==> src/rtl/mc_ctrl_pkg.sv <==
package mc_ctrl_pkg;

    localparam int OPW         = 6;
    localparam int FNW         = 6;
    localparam int NUM_CLASSES = 5;

    typedef enum logic [3:0] {
        ST_FETCH    = 4'd0,
        ST_DECODE   = 4'd1,
        ST_R_EXEC   = 4'd2,
        ST_R_WB     = 4'd3,
        ST_MEM_ADDR = 4'd4,
        ST_LD_READ  = 4'd5,
        ST_LD_WB    = 4'd6,
        ST_ST_WRITE = 4'd7,
        ST_BR_CMP   = 4'd8,
        ST_IX_ADDR  = 4'd9,
        ST_IX_READ  = 4'd10,
        ST_IX_WB    = 4'd11
    } ctrl_state_e;

    // Class index order matches the opcode list in the decoder.
    typedef enum logic [2:0] {
        IC_RTYPE  = 3'd0,
        IC_LOAD   = 3'd1,
        IC_STORE  = 3'd2,
        IC_BRANCH = 3'd3,
        IC_IXLOAD = 3'd4,
        IC_NONE   = 3'd7
    } instr_class_e;

    typedef enum logic [1:0] {
        ASB_REG   = 2'b00,
        ASB_FOUR  = 2'b01,
        ASB_IMM   = 2'b10,
        ASB_BROFF = 2'b11
    } alu_b_sel_e;

    typedef enum logic [1:0] {
        AOP_ADD   = 2'b00,
        AOP_SUB   = 2'b01,
        AOP_FUNCT = 2'b10
    } alu_op_e;

    typedef struct packed {
        logic       pc_wr;
        logic       pc_wr_cond;
        logic       addr_sel;
        logic       mem_rd;
        logic       mem_wr;
        logic       ir_wr;
        logic       wb_sel;
        logic       dst_sel;
        logic       rf_wr;
        logic       alu_a_sel;
        alu_b_sel_e alu_b_sel;
        alu_op_e    alu_op;
        logic       pc_src;
    } ctrl_word_t;

    function automatic ctrl_word_t ctrl_idle();
        ctrl_word_t w;
        w.pc_wr      = 1'b0;
        w.pc_wr_cond = 1'b0;
        w.addr_sel   = 1'b0;
        w.mem_rd     = 1'b0;
        w.mem_wr     = 1'b0;
        w.ir_wr      = 1'b0;
        w.wb_sel     = 1'b0;
        w.dst_sel    = 1'b0;
        w.rf_wr      = 1'b0;
        w.alu_a_sel  = 1'b0;
        w.alu_b_sel  = ASB_REG;
        w.alu_op     = AOP_ADD;
        w.pc_src     = 1'b0;
        return w;
    endfunction

    function automatic logic is_writeback_src(ctrl_state_e s);
        return (s == ST_R_EXEC) || (s == ST_LD_READ) || (s == ST_IX_READ);
    endfunction

endpackage

==> src/rtl/mc_op_decode.sv <==
module mc_op_decode
    import mc_ctrl_pkg::*;
#(
    parameter logic [OPW-1:0] OPC_RTYPE  = 6'b000000,
    parameter logic [OPW-1:0] OPC_LOAD   = 6'b100011,
    parameter logic [OPW-1:0] OPC_STORE  = 6'b101011,
    parameter logic [OPW-1:0] OPC_BRANCH = 6'b000100,
    parameter logic [OPW-1:0] OPC_IXLOAD = 6'b110011
) (
    input  logic [OPW-1:0]         opcode_i,
    output logic [NUM_CLASSES-1:0] hit_o,
    output instr_class_e           cls_o
);

    localparam logic [OPW-1:0] OPC_LIST [NUM_CLASSES] =
        '{OPC_RTYPE, OPC_LOAD, OPC_STORE, OPC_BRANCH, OPC_IXLOAD};

    for (genvar g = 0; g < NUM_CLASSES; g++) begin : g_match
        assign hit_o[g] = (opcode_i == OPC_LIST[g]);
    end

    // Lowest class index wins should two parameters ever collide.
    always_comb begin
        cls_o = IC_NONE;
        for (int i = NUM_CLASSES - 1; i >= 0; i--) begin
            if (hit_o[i]) begin
                cls_o = instr_class_e'(i[2:0]);
            end
        end
    end

endmodule

==> src/rtl/mc_ctrl_seq.sv <==
module mc_ctrl_seq
    import mc_ctrl_pkg::*;
(
    input  logic         clk,
    input  logic         rst,
    input  instr_class_e cls_i,
    output ctrl_state_e  state_o
);

    ctrl_state_e state_q;
    ctrl_state_e state_d;

    always_comb begin
        state_d = ST_FETCH;
        unique case (state_q)
            ST_FETCH:    state_d = ST_DECODE;
            ST_DECODE: begin
                case (cls_i)
                    IC_RTYPE:           state_d = ST_R_EXEC;
                    IC_LOAD, IC_STORE:  state_d = ST_MEM_ADDR;
                    IC_BRANCH:          state_d = ST_BR_CMP;
                    IC_IXLOAD:          state_d = ST_IX_ADDR;
                    default:            state_d = ST_FETCH;
                endcase
            end
            ST_R_EXEC:   state_d = ST_R_WB;
            ST_R_WB:     state_d = ST_FETCH;
            ST_MEM_ADDR: begin
                case (cls_i)
                    IC_LOAD:  state_d = ST_LD_READ;
                    IC_STORE: state_d = ST_ST_WRITE;
                    default:  state_d = ST_FETCH;
                endcase
            end
            ST_LD_READ:  state_d = ST_LD_WB;
            ST_LD_WB:    state_d = ST_FETCH;
            ST_ST_WRITE: state_d = ST_FETCH;
            ST_BR_CMP:   state_d = ST_FETCH;
            ST_IX_ADDR:  state_d = ST_IX_READ;
            ST_IX_READ:  state_d = ST_IX_WB;
            ST_IX_WB:    state_d = ST_FETCH;
            default:     state_d = ST_FETCH;
        endcase
    end

    always_ff @(posedge clk) begin
        if (rst) begin
            state_q <= ST_FETCH;
        end else begin
            state_q <= state_d;
        end
    end

    assign state_o = state_q;

    AST_RESET_TO_FETCH: assert property (@(posedge clk) rst |=> (state_q == ST_FETCH));
    AST_FETCH_TO_DECODE: assert property (@(posedge clk) disable iff (rst)
        (state_q == ST_FETCH) |=> (state_q == ST_DECODE));
    AST_BAD_OP_EXIT: assert property (@(posedge clk) disable iff (rst)
        (state_q == ST_DECODE && cls_i == IC_NONE) |=> (state_q == ST_FETCH));
    AST_LOAD_READ_TO_WB: assert property (@(posedge clk) disable iff (rst)
        (state_q == ST_LD_READ) |=> (state_q == ST_LD_WB));
    AST_STORE_ENDS: assert property (@(posedge clk) disable iff (rst)
        (state_q == ST_ST_WRITE) |=> (state_q == ST_FETCH));
    AST_IX_ADDR_TO_READ: assert property (@(posedge clk) disable iff (rst)
        (state_q == ST_IX_ADDR) |=> (state_q == ST_IX_READ));
    AST_IX_READ_TO_WB: assert property (@(posedge clk) disable iff (rst)
        (state_q == ST_IX_READ) |=> (state_q == ST_IX_WB));
    AST_IX_WB_TO_FETCH: assert property (@(posedge clk) disable iff (rst)
        (state_q == ST_IX_WB) |=> (state_q == ST_FETCH));

endmodule

==> src/rtl/mc_ctrl_outputs.sv <==
module mc_ctrl_outputs
    import mc_ctrl_pkg::*;
(
    input  ctrl_state_e state_i,
    output ctrl_word_t  ctrl_o
);

    always_comb begin
        ctrl_o = ctrl_idle();
        unique case (state_i)
            ST_FETCH: begin
                ctrl_o.mem_rd    = 1'b1;
                ctrl_o.ir_wr     = 1'b1;
                ctrl_o.pc_wr     = 1'b1;
                ctrl_o.alu_b_sel = ASB_FOUR;
            end
            ST_DECODE: begin
                ctrl_o.alu_b_sel = ASB_BROFF;
            end
            ST_R_EXEC: begin
                ctrl_o.alu_a_sel = 1'b1;
                ctrl_o.alu_op    = AOP_FUNCT;
            end
            ST_R_WB: begin
                ctrl_o.rf_wr   = 1'b1;
                ctrl_o.dst_sel = 1'b1;
            end
            ST_MEM_ADDR: begin
                ctrl_o.alu_a_sel = 1'b1;
                ctrl_o.alu_b_sel = ASB_IMM;
            end
            ST_LD_READ, ST_IX_READ: begin
                ctrl_o.mem_rd   = 1'b1;
                ctrl_o.addr_sel = 1'b1;
            end
            ST_LD_WB: begin
                ctrl_o.rf_wr  = 1'b1;
                ctrl_o.wb_sel = 1'b1;
            end
            ST_ST_WRITE: begin
                ctrl_o.mem_wr   = 1'b1;
                ctrl_o.addr_sel = 1'b1;
            end
            ST_BR_CMP: begin
                ctrl_o.alu_a_sel  = 1'b1;
                ctrl_o.alu_op     = AOP_SUB;
                ctrl_o.pc_wr_cond = 1'b1;
                ctrl_o.pc_src     = 1'b1;
            end
            ST_IX_ADDR: begin
                ctrl_o.alu_a_sel = 1'b1;
            end
            ST_IX_WB: begin
                ctrl_o.rf_wr   = 1'b1;
                ctrl_o.dst_sel = 1'b1;
                ctrl_o.wb_sel  = 1'b1;
            end
            default: ctrl_o = ctrl_idle();
        endcase
    end

endmodule

==> src/rtl/mc_ctrl_fsm.sv <==
module mc_ctrl_fsm
    import mc_ctrl_pkg::*;
#(
    parameter logic [OPW-1:0] OPC_RTYPE  = 6'b000000,
    parameter logic [OPW-1:0] OPC_LOAD   = 6'b100011,
    parameter logic [OPW-1:0] OPC_STORE  = 6'b101011,
    parameter logic [OPW-1:0] OPC_BRANCH = 6'b000100,
    parameter logic [OPW-1:0] OPC_IXLOAD = 6'b110011
) (
    input  logic           clk,
    input  logic           rst,
    input  logic [OPW-1:0] opcode_i,
    input  logic [FNW-1:0] funct_i,
    output logic           pc_wr_o,
    output logic           pc_wr_cond_o,
    output logic           addr_sel_o,
    output logic           mem_rd_o,
    output logic           mem_wr_o,
    output logic           ir_wr_o,
    output logic           wb_sel_o,
    output logic           dst_sel_o,
    output logic           rf_wr_o,
    output logic           alu_a_sel_o,
    output logic [1:0]     alu_b_sel_o,
    output logic [1:0]     alu_op_o,
    output logic           pc_src_o
);

    logic [NUM_CLASSES-1:0] op_hit;
    instr_class_e           op_cls;
    ctrl_state_e            state;
    ctrl_word_t             ctrl;

    // The function field is consumed by the ALU control stage, not here.
    logic funct_unused;
    assign funct_unused = ^funct_i;

    mc_op_decode #(
        .OPC_RTYPE  (OPC_RTYPE),
        .OPC_LOAD   (OPC_LOAD),
        .OPC_STORE  (OPC_STORE),
        .OPC_BRANCH (OPC_BRANCH),
        .OPC_IXLOAD (OPC_IXLOAD)
    ) u_op_decode (
        .opcode_i (opcode_i),
        .hit_o    (op_hit),
        .cls_o    (op_cls)
    );

    mc_ctrl_seq u_seq (
        .clk     (clk),
        .rst     (rst),
        .cls_i   (op_cls),
        .state_o (state)
    );

    mc_ctrl_outputs u_outputs (
        .state_i (state),
        .ctrl_o  (ctrl)
    );

    assign pc_wr_o      = ctrl.pc_wr;
    assign pc_wr_cond_o = ctrl.pc_wr_cond;
    assign addr_sel_o   = ctrl.addr_sel;
    assign mem_rd_o     = ctrl.mem_rd;
    assign mem_wr_o     = ctrl.mem_wr;
    assign ir_wr_o      = ctrl.ir_wr;
    assign wb_sel_o     = ctrl.wb_sel;
    assign dst_sel_o    = ctrl.dst_sel;
    assign rf_wr_o      = ctrl.rf_wr;
    assign alu_a_sel_o  = ctrl.alu_a_sel;
    assign alu_b_sel_o  = ctrl.alu_b_sel;
    assign alu_op_o     = ctrl.alu_op;
    assign pc_src_o     = ctrl.pc_src;

    AST_OPC_UNIQUE: assert property (@(posedge clk) disable iff (rst)
        $onehot0(op_hit));
    AST_MEM_EXCL: assert property (@(posedge clk) disable iff (rst)
        !(mem_rd_o && mem_wr_o));
    AST_SINGLE_WRITER: assert property (@(posedge clk) disable iff (rst)
        $countones({pc_wr_o, rf_wr_o, mem_wr_o}) <= 1);
    AST_BRANCH_AFTER_DECODE: assert property (@(posedge clk) disable iff (rst)
        pc_wr_cond_o |-> ($past(state) == ST_DECODE && $past(op_cls) == IC_BRANCH));
    AST_RF_WR_SOURCE: assert property (@(posedge clk) disable iff (rst)
        rf_wr_o |-> is_writeback_src($past(state)));

endmodule

==> config.mk <==
export PLATFORM = sky130hd
export DESIGN_NAME = mc_ctrl_fsm
export DESIGN_NICKNAME = d
export VERILOG_FILES = /design/src/rtl/mc_ctrl_pkg.sv /design/src/rtl/mc_op_decode.sv /design/src/rtl/mc_ctrl_seq.sv /design/src/rtl/mc_ctrl_outputs.sv /design/src/rtl/mc_ctrl_fsm.sv
export SDC_FILE = /design/constraint.sdc
export NUM_CORES = 1
export LEC_CHECK = 0
export ABC_AREA = 1
export BUFFER_PORTS_ARGS = -buffer_cell sky130_fd_sc_hd__buf_2
export CAP_MARGIN = 40
export CORE_AREA = 4 4 41 43
export DETAILED_ROUTE_END_ITERATION = 8
export DIE_AREA = 0 0 45 47
export PLACE_DENSITY = 0.72
export RECOVER_POWER = 25
export SKIP_CTS_REPAIR_TIMING = 1
export SYNTH_ARGS = -nofsm -noshare
export SYNTH_HDL_FRONTEND = slang
export SYNTH_SLANG_ARGS = --single-unit
==> constraint.sdc <==
create_clock -name clk -period 1.8 [get_ports clk]
set_clock_uncertainty 0.15 [all_clocks]
set_input_delay 0.36 -clock clk [delete_from_list [all_inputs] [get_ports clk]]
set_output_delay 0.36 -clock clk [all_outputs]
set_load 0.01 [all_outputs]
# ---- After elaboration in Yosys (flattened, before gate mapping)
# Cells that the tools add are included.
dict set report word_totals {
  word_cells 49
  ff_bits 4
  output_inout_bits 15
}
dict set report classes {
  n_reduce_logical 10
  mux 19
  eq_ne 19
}
# op n
set op_table {}
lappend op_table {{4-bit case mux with 7 select lines} 1}
lappend op_table {{6-bit == test, second input constant} 3}
lappend op_table {{4-bit by 3-bit == test with 1-bit output, second input constant} 4}
lappend op_table {{4-bit == test, second input constant} 4}
lappend op_table {{4-bit case mux with 4 select lines} 1}
lappend op_table {{3-bit 2-to-1 mux} 4}
lappend op_table {{1-bit 2-to-1 mux} 9}
lappend op_table {{3-bit OR reduction} 3}
lappend op_table {{4-bit by 2-bit == test with 1-bit output, second input constant} 2}
lappend op_table {{3-bit by 2-bit == test with 1-bit output, second input constant} 2}
lappend op_table {{6-bit by 3-bit == test with 1-bit output, second input constant} 1}
lappend op_table {{6-bit logical NOT} 1}
lappend op_table {{2-bit case mux with 3 select lines} 1}
lappend op_table {{3-bit case mux with 2 select lines} 1}
lappend op_table {{2-bit OR reduction} 3}
lappend op_table {{4-bit by 1-bit == test with 1-bit output, second input constant} 1}
lappend op_table {{4-bit logical NOT} 1}
lappend op_table {{2-bit case mux with 2 select lines} 1}
lappend op_table {{4-bit OR reduction} 1}
lappend op_table {{3-bit by 1-bit == test with 1-bit output, second input constant} 1}
lappend op_table {{3-bit == test, second input constant} 1}
lappend op_table {{3-bit logical NOT} 1}
lappend op_table {{2-bit 2-to-1 mux} 1}

# ---- Depth between registers and ports, before layout
dict set report depth {
  word_depth 10
  mapped_depth 8
  ltp_nobuf 8
}

# ---- Hierarchy
# Synthesis repeated with hierarchy kept, for this count alone.
dict set report hier_totals {
  cells_unflattened 120
  hier_area_um2 588.1
}
# mod cells_each n_inst area_per_inst_um2
set by_module_without_submodules {}
lappend by_module_without_submodules {mc_ctrl_seq 54 1 300.3}
lappend by_module_without_submodules {mc_ctrl_outputs 37 1 167.7}
lappend by_module_without_submodules {mc_op_decode 29 1 120.1}

# ---- Worst setup path before layout
# No wires, ideal clock.
dict set report synth_path {
  path_type {reg-to-output}
  start {reg u_seq.state_q[3], in the netlist u_seq.state_o[3]}
  end {out alu_a_sel_o}
  required_ps 1290
  setup_slack_ps 274
  path_stages_with_launch 7
  arrival_ps 1016
  path_cell_list {dfxtp_1 inv_2 nor2_1 inv_1 nor2_2 nor2_1 o211ai_1}
}
dict set report synth_via {
  elab_chain_cells 3
  word_cells_on_any_way 6
}
# item line_no
set synth_lines {}
lappend synth_lines {{start, declared} mc_ctrl_seq.sv:10} ;# ctrl_state_e state_q;
lappend synth_lines {{start signal, assigned} mc_ctrl_seq.sv:50} ;# state_q <= state_d;
lappend synth_lines {{4-bit by 3-bit == test with 1-bit output, or another cell as far along} mc_ctrl_outputs.sv:10} ;# unique case (state_i)
lappend synth_lines {{4-bit OR reduction (no line) (*)} n/a}
lappend synth_lines {{1-bit 2-to-1 mux (*)} mc_ctrl_outputs.sv:10}
lappend synth_lines {{end, declared} mc_ctrl_fsm.sv:23} ;# output logic alu_a_sel_o,
# Mark *: on every way between the ends. The rest lies on a longest branch, timed or not.

# ---- Final worst setup path
dict set report layout_path {
  start {reg u_seq.state_q[2], in the netlist u_seq.state_o[2]}
  end {out alu_a_sel_o}
}
# Same word-level chain as after synthesis.

==> results by group <==
Outcome
  – Outcome: completed

Cells and area
  – Commonest non-fill, non-tap cell in the layout: buf_2
  – Max reg flops: 4
  – Antenna cells: 0
  – Area Growth Syn to Fin: 40.7%
  – Non-filler cells, final: 122
  – Nets: roughly 120
  – Share of cells above drive strength 1: 53.3%
  – Final instance area: 662 µm²
  – Most frequent cells in the layout: 21 x buf_2, 15 x nand2_1, 11 x nor2_1

Synth
  – Ranking of synthesized cells by area: dfxtp_1 17%, nand2_1 14%, nor2_1 10%
  – Post-synthesis mux area share: 0%
  – Syn. warnings: 0
  – Simple-gate area share of the yosys netlist: between 50% and 60%
  – Gate Count Post-Synth: 82
  – Average size of a mapped cell: ~5.7 µm²
  – Xor/xnor cell area share of the yosys netlist: 0%
  – Sequential area share after synthesis: approximately 17%
  – Largest family of logic cells by synthesized area: simple AND/OR/NAND/NOR gates
  – Area leader, netlist: dfxtp_1
  – Syn Std Cell Area: 470 µm²
  – Syn_nets: 96
  – Compound-Gate Fraction of Synth Area: between 10% and 20%
  – Post-Synth Adder-Cell Area: 0%
  – Number of library cell types mapped by synthesis: 17
  – Seq cells post-synth: 4
  – Synth top area share: 17.0%

Critical path
  – Cell count of the worst reg-to-reg path: 7
  – Max Fanout on Critical Path: 5
  – Crit path kind: reg2out
  – Critical path arrival: 1.25 ns
  – Worst setup SP type: flip-flop
  – R2r setup slk: 0.48 ns
  – Critical Path Sink Type: primary output
  – Worst flop-to-flop path startpoint: u_seq.state_o[2]
  – Reg2reg end: u_seq.state_o[1]
  – Req. time, crit path: 1.29 ns
  – Crit path from: u_seq.state_o[2]

Placed design
  – Cells after DPL: 116
  – Setup WS pre-CTS: 0.168 ns
  – Port bufs: 22
  – Routability cong.: 0.853
  – DP HPWL: 981 µm
  – Placed Area: 577 µm²

Power and ir drop
  – Peak supply drop: 0.361 mV
  – Total power: 304 µW
  – P_leak: 0.000370 µW
  – P per Cell Area: 459 mW/mm²

Detailed routing
  – Vias per cell: 4.83
  – Post-route ant nets: 0
  – Wire length per cell: 10.8 µm
  – Initial drt markers: 20
  – Routed WL: 1320 µm
  – Met1 Wirelength: 498 µm
  – Top Layer Used: met4
  – DR vias: 589
  – Met3 Wirelength: around 95 µm
  – DRC errors left: 0
  – Routed wl met2: 707 µm
  – TritonRoute pass-1 iters: 4

Floorplan
  – Chip width: 45 µm
  – Core ar.: 0.00130 mm²
  – # rows: 13
  – Die Area: around 0.0021 mm²
  – I/O pins: 29
  – Die extent in y: 47 µm
  – Initial Util: 36.2%

Timing
  – Min Tclk post-route: 1.76 ns
  – Fin Hold WS: 0.168 ns
  – RSZ-0062 raised after global routing: true
  – Worst slew pin tran: 0.274 ns
  – Crit share post-route: 98.0%
  – Setup WS post-layout: 0.0363 ns
  – Final Hold Fails: 0
  – Final Setup Violations: 0
  – Max-slew violations: 0
  – Max Clock Freq: around 570 MHz
  – Max_slew headroom: about four fifths

Global routing
  – Largest net degree at the start of global routing: 6
  – Vias in the first global route: 513
  – First-pass GRT wire length: 1930 µm
  – Initial antenna violation count: 0
  – Global Route Usage Sum: 12.5%
  – Total gr overflow: 0

CTS
  – CTS H-tree lvls: 1
  – Clock latency at the later pin of the worst-skew pair: 0.24 ns
  – Max clock buf depth: 2
  – CTS clk-pin slew, worst paths: 0.04 ns
  – CTS tree: yes
  – Clock Tree Root: clkbuf_4
  – # clock sinks: 4
  – CTS Buf Count: 3

Hold path
  – Hold endpoint: u_seq.state_o[2]
  – Hold path startpoint: rst
  – Worst hold path type: in2reg
  – Hold path depth: 2

Flow run
  – Max cap viols: 0
through the flow:
| stage | utilization [%] | setup TNS [ns] |
|---|---|---|
| floorplan | - | 0 |
| global placement | 44.3 | 0 |
| detailed placement | 44.3 | 0 |
| CTS | 46.1 | -0.0854 |
| global route | 50.9 | -0.0968 |
| finish | 50.9 | 0 |
final cells by class:
cell class	instances	area [µm²]
fill	135	639
multi-input combinational	59	335
timing repair buffer	25	139
sequential	4	86.3
inverter	16	60.1
clock buffer	3	22.5
tap	15	18.8
synthesized netlist by cell type:
cell type  instances
buf_4              3
nor2_2             5
nand2_1           17
o21ai_0            3
nand2_2            1
nand3_1            9
dfxtp_1            4
o21ai_2            1
nand4_1            1
nand3_2            3
a21oi_1            2
o211ai_1           1
inv_2              8
nor2_4             2
inv_1              8
nor2_1            13
o211ai_2           1
report_power, final:
part / switching (µW) / internal, µW
clock network: 39.2 / 74.7
registers: 4.77 / 91.5
logic: 57.1 / 36.2
cell families (layout without fill, tap and decap cells):
family	Yosys count	count (layout)
flip-flops	4	4
buffers and inverters	19	44
AO/OA/AOI/OAI	8	8
AND/OR/NAND/NOR	51	51
per-layer routing:
metal	vias to the layer above	GRT usage [%]
met2	20	23.2
met5	-	0
met1	258	12.0
met4	0	4.09
met3	2	6.13
li1	309	-
how the worst max path moves through the flow:
stage	endpoint	slack, ns	cells after the start
2_1_floorplan	alu_a_sel_o	0.27	6
3_3_place_gp	alu_a_sel_o	0.20	7
3_5_place_dp	alu_a_sel_o	0.17	7
4_1_cts	alu_a_sel_o	-0.09	7
5_1_grt	alu_a_sel_o	-0.04	7
6_report	alu_a_sel_o	0.04	7
critical path, cell delays in order, from the launching register on:
cell      delay, ns
dfxtp_4        0.38
inv_2          0.05
nor2_4         0.16
nand3_4        0.09
inv_2          0.06
nor2_1         0.04
o211ai_1       0.07
buf_2          0.16
Note: power is estimated with default switching activity, not from simulation.
